[src/rtl/kwdog_pkg.sv]
package kwdog_pkg;

    typedef enum logic [1:0] {
        RS_IDLE,
        RS_RUN,
        RS_EXPIRED
    } run_state_t;

    typedef enum logic {
        LK_SHUT,
        LK_OPEN
    } lock_state_t;

    localparam logic [15:0] KEY_ARM  = 16'hCCCC;
    localparam logic [15:0] KEY_FEED = 16'hAAAA;
    localparam logic [15:0] KEY_OPEN = 16'h5555;
    localparam logic [15:0] KEY_SHUT = 16'h0000;

    localparam logic [11:0] OFS_KEY  = 12'h000;
    localparam logic [11:0] OFS_DIV  = 12'h004;
    localparam logic [11:0] OFS_LOAD = 12'h008;
    localparam logic [11:0] OFS_STAT = 12'h00C;
    localparam logic [11:0] OFS_REV  = 12'h3F4;

    localparam int STAT_DIV_BUSY  = 0;
    localparam int STAT_LOAD_BUSY = 1;
    localparam int STAT_ARMED     = 8;

endpackage

[src/rtl/kwdog_ctl.sv]
module kwdog_ctl
    import kwdog_pkg::*;
#(
    parameter int KEY_W = 16
) (
    input  logic             clk,
    input  logic             rst_n,
    input  logic             key_wr,
    input  logic [KEY_W-1:0] key_val,
    input  logic             cnt_zero,
    output run_state_t       run_state,
    output lock_state_t      lock_state,
    output logic             cnt_load,
    output logic             bite
);

    run_state_t  run_nxt;
    lock_state_t lock_nxt;

    // state registers
    always_ff @(posedge clk or negedge rst_n) begin
        if (!rst_n) begin
            run_state  <= RS_IDLE;
            lock_state <= LK_SHUT;
        end else begin
            run_state  <= run_nxt;
            lock_state <= lock_nxt;
        end
    end

    // next-state logic
    always_comb begin
        run_nxt  = run_state;
        lock_nxt = lock_state;
        unique case (run_state)
            RS_IDLE:    if (key_wr && key_val == KEY_ARM) run_nxt = RS_RUN;
            RS_RUN:     if (cnt_zero) run_nxt = RS_EXPIRED;
            RS_EXPIRED: run_nxt = RS_EXPIRED;
            default:    run_nxt = RS_IDLE;
        endcase
        unique case (lock_state)
            LK_SHUT: if (key_wr && key_val == KEY_OPEN) lock_nxt = LK_OPEN;
            LK_OPEN: if (key_wr && key_val == KEY_SHUT) lock_nxt = LK_SHUT;
            default: lock_nxt = LK_SHUT;
        endcase
    end

    // outputs
    always_comb begin
        cnt_load = 1'b0;
        bite     = 1'b0;
        unique case (run_state)
            RS_IDLE:    cnt_load = key_wr && key_val == KEY_ARM;
            RS_RUN:     cnt_load = key_wr && key_val == KEY_FEED;
            RS_EXPIRED: bite = 1'b1;
            default:    bite = 1'b0;
        endcase
    end

endmodule

[src/rtl/kwdog_xfer.sv]
module kwdog_xfer #(
    parameter int           W       = 12,
    parameter int           LAT     = 3,
    parameter logic [W-1:0] RST_VAL = '0
) (
    input  logic         clk,
    input  logic         rst_n,
    input  logic         wr,
    input  logic [W-1:0] din,
    output logic [W-1:0] staged,
    output logic [W-1:0] active,
    output logic         pending
);

    localparam int TW = (LAT > 1) ? $clog2(LAT) : 1;

    logic [TW-1:0] tmr;

    always_ff @(posedge clk or negedge rst_n) begin
        if (!rst_n) begin
            staged  <= RST_VAL;
            active  <= RST_VAL;
            pending <= 1'b0;
            tmr     <= '0;
        end else if (wr) begin
            staged  <= din;
            pending <= 1'b1;
            tmr     <= TW'(LAT - 1);
        end else if (pending) begin
            if (tmr == '0) begin
                pending <= 1'b0;
                active  <= staged;
            end else begin
                tmr <= tmr - 1'b1;
            end
        end
    end

endmodule

[src/rtl/kwdog_cnt.sv]
module kwdog_cnt #(
    parameter int CNT_W  = 12,
    parameter int PS_W   = 3,
    parameter int PS_CAP = 6
) (
    input  logic             clk,
    input  logic             rst_n,
    input  logic             run,
    input  logic             load,
    input  logic [CNT_W-1:0] load_val,
    input  logic [PS_W-1:0]  ps_code,
    output logic             zero
);

    localparam int PC_W = PS_CAP + 2;

    logic [CNT_W-1:0] cnt;
    logic [PC_W-1:0]  pcnt;
    logic [PC_W-1:0]  lim;

    always_comb begin
        int sh;
        sh  = (int'(ps_code) > PS_CAP) ? PS_CAP : int'(ps_code);
        lim = PC_W'((32'd1 << (sh + 2)) - 32'd1);
    end

    always_ff @(posedge clk or negedge rst_n) begin
        if (!rst_n) begin
            cnt  <= '0;
            pcnt <= '0;
        end else if (load) begin
            cnt  <= load_val;
            pcnt <= '0;
        end else if (run && cnt != '0) begin
            if (pcnt >= lim) begin
                pcnt <= '0;
                cnt  <= cnt - 1'b1;
            end else begin
                pcnt <= pcnt + 1'b1;
            end
        end
    end

    assign zero = (cnt == '0);

endmodule

[src/rtl/kwdog_top.sv]
module kwdog_top
    import kwdog_pkg::*;
#(
    parameter int          ADDR_W   = 12,
    parameter int          DATA_W   = 32,
    parameter int          KEY_W    = 16,
    parameter int          CNT_W    = 12,
    parameter int          PS_W     = 3,
    parameter int          PS_CAP   = 6,
    parameter int          SYNC_LAT = 3,
    parameter logic [31:0] REV      = 32'h31
) (
    input  logic              clk,
    input  logic              rst_n,
    input  logic              bus_we,
    input  logic [ADDR_W-1:0] bus_addr,
    input  logic [DATA_W-1:0] bus_wdata,
    output logic [DATA_W-1:0] bus_rdata,
    output logic              rst_req
);

    localparam logic [CNT_W-1:0] LOAD_RST = '1;

    run_state_t       run_state;
    lock_state_t      lock_state;
    logic             key_wr, cnt_load, cnt_zero, bite;
    logic             run_flag, unlocked;
    logic             div_wr, load_wr, ps_pend, rl_pend;
    logic [PS_W-1:0]  ps_staged, ps_active;
    logic [CNT_W-1:0] rl_staged, rl_active;

    assign key_wr   = bus_we && bus_addr == ADDR_W'(OFS_KEY);
    assign unlocked = (lock_state == LK_OPEN);
    assign div_wr   = bus_we && unlocked && bus_addr == ADDR_W'(OFS_DIV);
    assign load_wr  = bus_we && unlocked && bus_addr == ADDR_W'(OFS_LOAD);
    assign run_flag = (run_state != RS_IDLE);

    kwdog_ctl #(.KEY_W(KEY_W)) u_ctl (
        .clk(clk), .rst_n(rst_n),
        .key_wr(key_wr), .key_val(bus_wdata[KEY_W-1:0]),
        .cnt_zero(cnt_zero),
        .run_state(run_state), .lock_state(lock_state),
        .cnt_load(cnt_load), .bite(bite)
    );

    kwdog_xfer #(.W(PS_W), .LAT(SYNC_LAT), .RST_VAL('0)) u_ps_xfer (
        .clk(clk), .rst_n(rst_n), .wr(div_wr), .din(bus_wdata[PS_W-1:0]),
        .staged(ps_staged), .active(ps_active), .pending(ps_pend)
    );

    kwdog_xfer #(.W(CNT_W), .LAT(SYNC_LAT), .RST_VAL(LOAD_RST)) u_rl_xfer (
        .clk(clk), .rst_n(rst_n), .wr(load_wr), .din(bus_wdata[CNT_W-1:0]),
        .staged(rl_staged), .active(rl_active), .pending(rl_pend)
    );

    kwdog_cnt #(.CNT_W(CNT_W), .PS_W(PS_W), .PS_CAP(PS_CAP)) u_cnt (
        .clk(clk), .rst_n(rst_n),
        .run(run_state == RS_RUN), .load(cnt_load),
        .load_val(rl_active), .ps_code(ps_active),
        .zero(cnt_zero)
    );

    assign rst_req = bite;

    always_comb begin
        bus_rdata = '0;
        case (bus_addr)
            ADDR_W'(OFS_DIV):  bus_rdata = DATA_W'(ps_staged);
            ADDR_W'(OFS_LOAD): bus_rdata = DATA_W'(rl_staged);
            ADDR_W'(OFS_STAT): begin
                bus_rdata[STAT_DIV_BUSY]  = ps_pend;
                bus_rdata[STAT_LOAD_BUSY] = rl_pend;
                bus_rdata[STAT_ARMED]     = run_flag;
            end
            ADDR_W'(OFS_REV):  bus_rdata = DATA_W'(REV);
            default:           bus_rdata = '0;
        endcase
    end

endmodule

[config.mk]
export PLATFORM = sky130hd
export DESIGN_NAME = kwdog_top
export DESIGN_NICKNAME = d
export VERILOG_FILES = /design/src/rtl/kwdog_pkg.sv /design/src/rtl/kwdog_ctl.sv /design/src/rtl/kwdog_xfer.sv /design/src/rtl/kwdog_cnt.sv /design/src/rtl/kwdog_top.sv
export SDC_FILE = /design/constraint.sdc
export NUM_CORES = 1
export LEC_CHECK = 0
export CORE_MARGIN = 2
export CORE_UTILIZATION = 35
export CTS_CLUSTER_SIZE = 16
export DETAILED_ROUTE_END_ITERATION = 12
export SKIP_CTS_REPAIR_TIMING = 1
export SLEW_MARGIN = 20
export SYNTH_ARGS = -nofsm -noshare
export SYNTH_HDL_FRONTEND = slang
export SYNTH_SLANG_ARGS = --single-unit
[constraint.sdc]
create_clock -name clk -period 2.6 [get_ports clk]
set_input_delay 0.52 -clock clk [delete_from_list [all_inputs] [get_ports clk]]
set_output_delay 0.52 -clock clk [all_outputs]
set_load 0.1 [all_outputs]
==> flow_metrics.py, run 1 <==
metrics = {
    "status": {
        "violations": "negative setup slack",
        "status": "finished, violations left",
    },
    "logic_synthesis": {
        "synth_edf_count": 0,
        "yosys_warnings": 0,
        "yosysUniqueCellTypes": 59,
        "synthCells": 372,
        "avgSynthCellArea_um2": 9.815,
        "ys_seq_elements": 59,
        "synthFlopType": "dfrtp_1",
        "ys_seq_area_frac": 0.4126,
        "netlist_area_um2": 3651,
        "async_flop_share": 1.000,
    },
    "clock_network": {
        "clk_pin_slew_ns": 0.07,
        "h-tree-depth": 3,
        "cts_inserted_buffers": 9,
        "clk_latency_ns": 0.34,
        "cts_tree": "yes",
        "cts_root_buf": "clkbuf_8",
        "clockBufferDepth": 2,
        "clock-sinks": 59,
    },
    "final_layout": {
        "final_util": 0.4926,
        "final_cell_mix": "nor2_1, buf_4, dfrtp_1",
        "num_antenna_cells": 0,
        "final_cells": 594,
        "fill_cells": 934,
        "layout_commonest_cell": "nor2_1",
        "synthToLayoutAreaGrowth_pct": 38.04,
        "drive_gt1_frac": 0.3755,
        "num-nets-final": 518,
    },
    "critical_path": {
        "cpPeakStageDelay_ns": 0.41,
        "worstSetupPathType": "flip-flop to flip-flop",
        "required_ns": 2.82,
        "cp_cell_sequence": "inv_2 > ha_4 > nor3b_4 > xnor2_1 > nor2_1 > ha_1 > nand4_1 > a211oi_4 > buf_6 > buf_6 > or2_4 > a31o_2 > o22a_1",
        "slowest_stage": "dfrtp_1",
        "path_max_fanout": 8,
        "cpMostUsedCell": "buf_6",
        "arrival_ns": 2.95,
        "worstSetupStartpointType": "flip-flop",
        "ff2ff_setup_slack_ns": -0.13,
        "end_kind": "flip-flop",
    },
    "power": {
        "max-vdd-ir-drop_v": 0.0003367,
        "cellPowerDensity_nw_per_um2": 432.2,
        "p_leak_nw": 2.168,
    },
    "floorplanning": {
        "fp.dieW_um": 106.1,
        "dieArea_um2": 11260,
        "coreArea_um2": 10230,
        "boundaryPins": 80,
        "rows": 37,
        "start_util": 0.3569,
        "die_height_um": 106.1,
    },
    "sta": {
        "hold_viol": 0,
        "fin_skew_ns": 0.007899,
        "hold_slack_ns": 0.3384,
        "setup_viol": 20,
        "rsz0062_at_grt": "true",
        "tightest_slew_ns": 0.7377,
        "drv_slew": 0,
        "slew_headroom": 0.5082,
        "period_needed_ns": 2.726,
        "worst_slack_ns": -0.1263,
        "clock.fmax_mhz": 366.8,
        "fin_crit_sh": 1.049,
    },
    "drt": {
        "drt_iter0_drc": 165,
        "detail_route.wl_per_cell_um": 15.21,
        "ant_nets": 0,
        "dr_total_vias": 3095,
        "drt-pass1-iter-count": 4,
        "vias_per_cell": 5.210,
        "route.detailed.drc": 0,
        "finalWirelength_mm": 9.032,
    },
    "global_routing": {
        "grt_remaining_overflow": 0,
        "grt_max_degree": 60,
        "grt_use_total": 0.1600,
        "first_global_vias": 2959,
        "antenna_found_initial": 0,
        "grt_pass1_wl_mm": 14.38,
    },
    "placement": {
        "placed_cells": 571,
        "gp_congestion": 0.8010,
        "place_hpwl_mm": 6.655,
        "dp_slack_ns": -0.2361,
        "io_buffer_count": 43,
    },
    "worst_hold_path": {
        "hp-class": "primary input to async pin",
    },
    "run": {
        "cap_violations": 0,
    },
}
==> final cells by class <==
cell class	count	area, µm²	share of cell area
tap	136	170.2	0.03376
clock inverter	4	97.59	0.01936
sequential	59	1506	0.2989
multi-input combinational	282	2172	0.4310
inverter	16	60.06	0.01192
timing repair buffer	85	888.4	0.1763
clock buffer	12	145.1	0.02880
==> path summary, 6_finish.rpt <==
kind                       cells past startpoint                start            endpoint
hold reg to reg                                1   u_ctl.run_state[1]  u_ctl.run_state[1]
max in group asynchronous                      2                rst_n       u_cnt.pcnt[4]
hold / removal                                 2                rst_n        u_cnt.cnt[9]
min in group clk                               1   u_ctl.run_state[1]  u_ctl.run_state[1]
setup reg to reg                              13  u_ps_xfer.active[1]       u_cnt.cnt[11]
setup / recovery                              13  u_ps_xfer.active[1]       u_cnt.cnt[11]
==> metrics by stage <==
| stage | TNS, ns | area (µm²) | power (W) |
|---|---|---|---|
| after floorplan | -0.4635 | 3772 | 0.001097 |
| after global placement | -1.928 | 4551 | 0.001164 |
| after detailed placement | -3.162 | 4551 | 0.001166 |
| after CTS | -3.185 | 4793 | 0.002194 |
| after global routing | -4.484 | 5040 | 0.002251 |
| final | -1.101 | 5040 | 0.002178 |
==> cells by family (layout without fill, tap and decap cells) <==
logic type | count (synthesis) | in the layout | synth area share
muxes | 34 | 34 | 0.1042
adders and majority gates | 18 | 18 | 0.06169
other | 1 | 20 | 0.001027
and+or+nand+nor | 135 | 136 | 0.2005
buffers and inverters | 51 | 117 | 0.07677
AOI/OAI and AO/OA | 69 | 69 | 0.1313
DFF | 59 | 59 | 0.4126
xor gates and xnor gates | 5 | 5 | 0.01200
==> sequential cells by signal, indices dropped and copies added, names as in the netlist <==
register	cells
u_cnt.cnt	12
u_ps_xfer.staged	3
u_rl_xfer.pending	1
u_ctl.run_state	2
u_ctl.lock_state	1
u_rl_xfer.staged	12
u_ps_xfer.active	3
u_rl_xfer.active	12
u_cnt.pcnt	8
u_rl_xfer.tmr	2
u_ps_xfer.pending	1
u_ps_xfer.tmr	2
==> worst max-delay path, delay by kind of cell, from the launching register on <==
kind,cells,cell delay [ns]
buffers and inverters,3,0.34
xor gates and xnor gates,1,0.15
adders and majority gates,2,0.58
and+or+nand+nor,4,0.67
DFF,1,0.41
AOI/OAI and AO/OA,3,0.45
==> report_power, final <==
part | internal (W) | switching (W)
Sequential | 0.000920 | 0.00000000158
Clock | 0.000664 | 0.000361
Combinational | 0.0000564 | 0.000177
==> layer usage <==
| layer | routed length (µm) | global-route usage | part of all wire |
|---|---|---|---|
| met5 | 0 | 0 | 0 |
| met4 | 133 | 0.05169 | 0.015 |
| met1 | 3968 | 0.2029 | 0.44 |
| met2 | 4472 | 0.2688 | 0.50 |
| met3 | 457 | 0.03740 | 0.051 |
==> synthesized netlist by cell type (7+ instances only) <==
library cell / n / area (µm²)
dfrtp_1: 35 / 875.8
inv_1: 16 / 60.06
mux2_2: 31 / 349.1
clkbuf_1: 7 / 26.28
a21oi_1: 12 / 60.06
a31oi_1: 7 / 43.79
nor3_1: 13 / 65.06
nor2_1: 44 / 165.2
dfstp_2: 24 / 630.6
buf_4: 20 / 150.1
ha_1: 18 / 225.2
nand2_1: 16 / 60.06
o21ai_0: 14 / 70.07
and3_1: 9 / 56.30
Note: power is estimated with default switching activity, not from simulation.
==> run 2: changes to the inputs <==
--- a/config.mk
+++ b/config.mk
@@ -6,11 +6,13 @@
 export NUM_CORES = 1
 export LEC_CHECK = 0
 export CORE_MARGIN = 2
-export CORE_UTILIZATION = 35
+export CORE_UTILIZATION = 47
 export CTS_CLUSTER_SIZE = 16
 export DETAILED_ROUTE_END_ITERATION = 12
+export PLACE_DENSITY = 0.77
 export SKIP_CTS_REPAIR_TIMING = 1
 export SLEW_MARGIN = 20
 export SYNTH_ARGS = -nofsm -noshare
 export SYNTH_HDL_FRONTEND = slang
+export SYNTH_HIERARCHICAL = 1
 export SYNTH_SLANG_ARGS = --single-unit
==> run 2 against run 1 <==
Net effect:
- the run still ends with negative setup slack left
- global-route usage is 5.5 points higher
- first-iteration DRC count is 26% lower
- utilization is 16 points higher
- highest routed layer unchanged
==> flow_metrics.py, run 2 <==
metrics = {
    "status": {
        "status": "finished, violations left",
        "violations": "negative setup slack",
    },
    "critical_path": {
        "worstSetupPathType": "primary input to flip-flop",
        "path_max_fanout": 4,
        "worstSetupStartpointType": "primary input",
        "arrival_ns": 3.35,
        "cpPeakStageDelay_ns": 0.55,
        "end_kind": "flip-flop",
        "path_delay_family": "simple AND/OR/NAND/NOR gates",
        "slowest_stage": "or4_4",
        "cp_num_buf_inv": 1,
        "required_ns": 2.83,
        "cp_cell_sequence": "buf_6 > or4_4 > or4_4 > nor4b_4 > nand2_2 > nor3_2 > a31o_2 > a211oi_2 > o21ai_2 > nor2_4 > or4_1 > o211a_1",
        "cpMostUsedCell": "or4_4",
    },
    "final_layout": {
        "layout_commonest_cell": "buf_4",
        "num-nets-final": 529,
        "fill_cells": 595,
        "drive_gt1_frac": 0.4252,
        "top_regs": "u_cnt/cnt: 12 flops, u_rl_xfer/active: 12 flops, u_rl_xfer/staged: 12 flops",
        "num_antenna_cells": 0,
        "multi_input_area_um2": 2345,
        "final_cells": 573,
        "synthToLayoutAreaGrowth_pct": 36.56,
        "final_cell_mix": "buf_4, dfrtp_1, dfstp_2",
        "seq_area_um2": 1506,
    },
    "run": {
        "cap_violations": 0,
    },
    "logic_synthesis": {
        "synthCells": 362,
        "netlist_area_um2": 3874,
        "synth_top_area_cell": "dfrtp_1",
        "synthXorXnorAreaFrac": 0.009044,
        "yosys_warnings": 6,
        "synth-simple-area-share": 0.2222,
        "synth_compound_area_frac": 0.1227,
        "synth_top_family_by_area": "simple AND/OR/NAND/NOR gates",
        "synth_edf_count": 0,
        "synthTopCellsByCount": "dfrtp_1, dfstp_2, buf_4",
        "avgSynthCellArea_um2": 10.70,
        "ys_seq_elements": 59,
        "ys_seq_area_frac": 0.3889,
        "synth_top_cell_area_share": 0.2261,
        "yosysMostFrequentCell": "dfrtp_1",
        "synth.top_cells.by_area": "dfrtp_1, dfstp_2, ha_1",
        "async_flop_share": 1.000,
        "synthMuxAreaShare": 0.1137,
        "synthFlopType": "dfrtp_1",
        "yosysUniqueCellTypes": 63,
        "yosys.area_share.adder": 0.06137,
    },
    "floorplanning": {
        "boundaryPins": 80,
        "die_height_um": 94.79,
        "rows": 33,
        "coreArea_um2": 8093,
        "dieArea_um2": 8984,
        "start_util": 0.4787,
        "fp.dieW_um": 94.79,
    },
    "power": {
        "p_sw_w": 0.0005910,
        "p_comb_frac": 0.123,
        "p_leak_nw": 2.448,
        "p_int_w": 0.001437,
        "pwr-share-clk": 0.424,
        "total_power_w": 0.002028,
        "max-vdd-ir-drop_v": 0.0002168,
        "pwr-share-seq": 0.453,
        "switching_share": 0.2913,
        "cellPowerDensity_nw_per_um2": 383.4,
    },
    "clock_network": {
        "cts_tree": "yes",
        "clockBufferDepth": 2,
        "clk_latency_ns": 0.35,
        "h-tree-depth": 3,
        "clk_pin_slew_ns": 0.08,
        "cts_inserted_buffers": 9,
        "clock-sinks": 59,
        "cts_root_buf": "clkbuf_8",
    },
    "sta": {
        "period_needed_ns": 3.116,
        "slew_headroom": 0.6369,
        "rsz0062_at_grt": "true",
        "drv_slew": 0,
        "tightest_slew_ns": 0.5397,
        "worst_slack_ns": -0.5156,
        "hold_viol": 0,
        "fin_crit_sh": 1.198,
        "clock.fmax_mhz": 321.0,
        "fin_skew_ns": 0.007772,
        "setup_viol": 54,
        "fin_tns_setup_ns": -15.00,
    },
    "placement": {
        "placed_cells": 549,
        "dp_slack_ns": -1.252,
        "place_hpwl_mm": 7.037,
        "io_buffer_count": 43,
        "gp_congestion": 0.9677,
    },
    "global_routing": {
        "antenna_found_initial": 0,
        "grt_pass1_wl_mm": 14.73,
        "grt_use_total": 0.2149,
        "grt_remaining_overflow": 0,
        "grt_max_degree": 32,
        "first_global_vias": 3035,
    },
    "drt": {
        "finalWirelength_mm": 9.840,
        "drt-pass1-iter-count": 5,
        "route.detailed.drc": 0,
        "drt_iter0_drc": 122,
        "ant_nets": 0,
        "vias_per_cell": 5.674,
        "dr_total_vias": 3251,
        "detail_route.wl_per_cell_um": 17.17,
    },
    "worst_hold_path": {
        "hp-class": "primary input to async pin",
    },
}
run 2: changes by cell type after synthesis, moves of 6 or more:
cell	change
nor2_1	-25
mux2_4	+13
mux2_2	-11
nand3_1	+8
nor2b_1	+8
a31oi_1	-6
buf_6	+6
nand2_1	-6
o21ai_1	+6
run 2: worst paths after layout:
| kind | start | to | slack [ns] | cells after the start |
|---|---|---|---|---|
| min reg2reg | u_ps_xfer/tmr[1] | u_ps_xfer/tmr[1] | 0.49 | 1 |
| max | bus_addr[9] | u_cnt/cnt[6] | -0.52 | 12 |
| max in group asynchronous | rst_n | u_rl_xfer/active[11] | 1.81 | 2 |
| min in group clk | u_ps_xfer/tmr[1] | u_ps_xfer/tmr[1] | 0.49 | 1 |
| max reg2reg | u_ps_xfer/active[1] | u_cnt/cnt[8] | -0.18 | 12 |
| min | rst_n | u_cnt/pcnt[1] | 0.08 | 1 |
run 2: cells by family after synthesis:
| family | count (synthesis) |
|---|---|
| and+or+nand+nor | 129 |
| AOI/OAI and AO/OA | 68 |
| DFF | 59 |
| buffers and inverters | 47 |
| muxes | 35 |
| adders and majority gates | 19 |
| xor gates and xnor gates | 4 |
| other | 1 |
run 2: worst reg2reg max path: cells and delay by family, from the launching register on:
| kind | cells | cell delay (ns) |
|---|---|---|
| AO/OA/AOI/OAI | 3 | 0.70 |
| XOR/XNOR | 1 | 0.14 |
| adder cells (fa/ha/maj) | 2 | 0.49 |
| buffers and inverters | 2 | 0.22 |
| flip-flops | 1 | 0.35 |
| AND/OR/NAND/NOR | 4 | 0.77 |
run 2: power groups by stage:
stage / Clock, W / Combinational (W) / Sequential, W
4_1_cts: 0.000878 / 0.000249 / 0.000919
3_3_place_gp: 0 / 0.000246 / 0.000935
6_report: 0.000859 / 0.000250 / 0.000919
3_5_place_dp: 0 / 0.000249 / 0.000935
2_1_floorplan: 0 / 0.000162 / 0.000936
5_1_grt: 0.000916 / 0.000262 / 0.000919
run 2: metrics by stage:
| step | hold slack, ns | utilization | cell area (µm²) |
|---|---|---|---|
| after detailed placement | 0.4530 | 0.6010 | 4863 |
| after floorplan | 0.2244 | - | 4065 |
| after global routing | 0.08786 | 0.6537 | 5290 |
| final | 0.07686 | 0.6537 | 5290 |
| after global placement | 0.4449 | 0.6010 | 4863 |
| after CTS | 0.07356 | 0.6259 | 5065 |
run 2: area by class of cell:
type / count / area share
Clock buffer: 9 / 0.02342
Clock inverter: 7 / 0.01466
Inverter: 14 / 0.009934
Multi-Input combinational cell: 278 / 0.4432
Sequential cell: 59 / 0.2848
Tap cell: 105 / 0.02483
Timing Repair Buffer: 101 / 0.1991
run 2: routing by layer:
layer,GRT usage,up-vias,share of wire,routed length [µm]
met5,0,-,0,0
met4,0.1075,0,0.024,235
met3,0.03671,20,0.057,565
met2,0.3706,144,0.51,4998
met1,0.2578,1583,0.41,4040
li1,-,1504,-,-
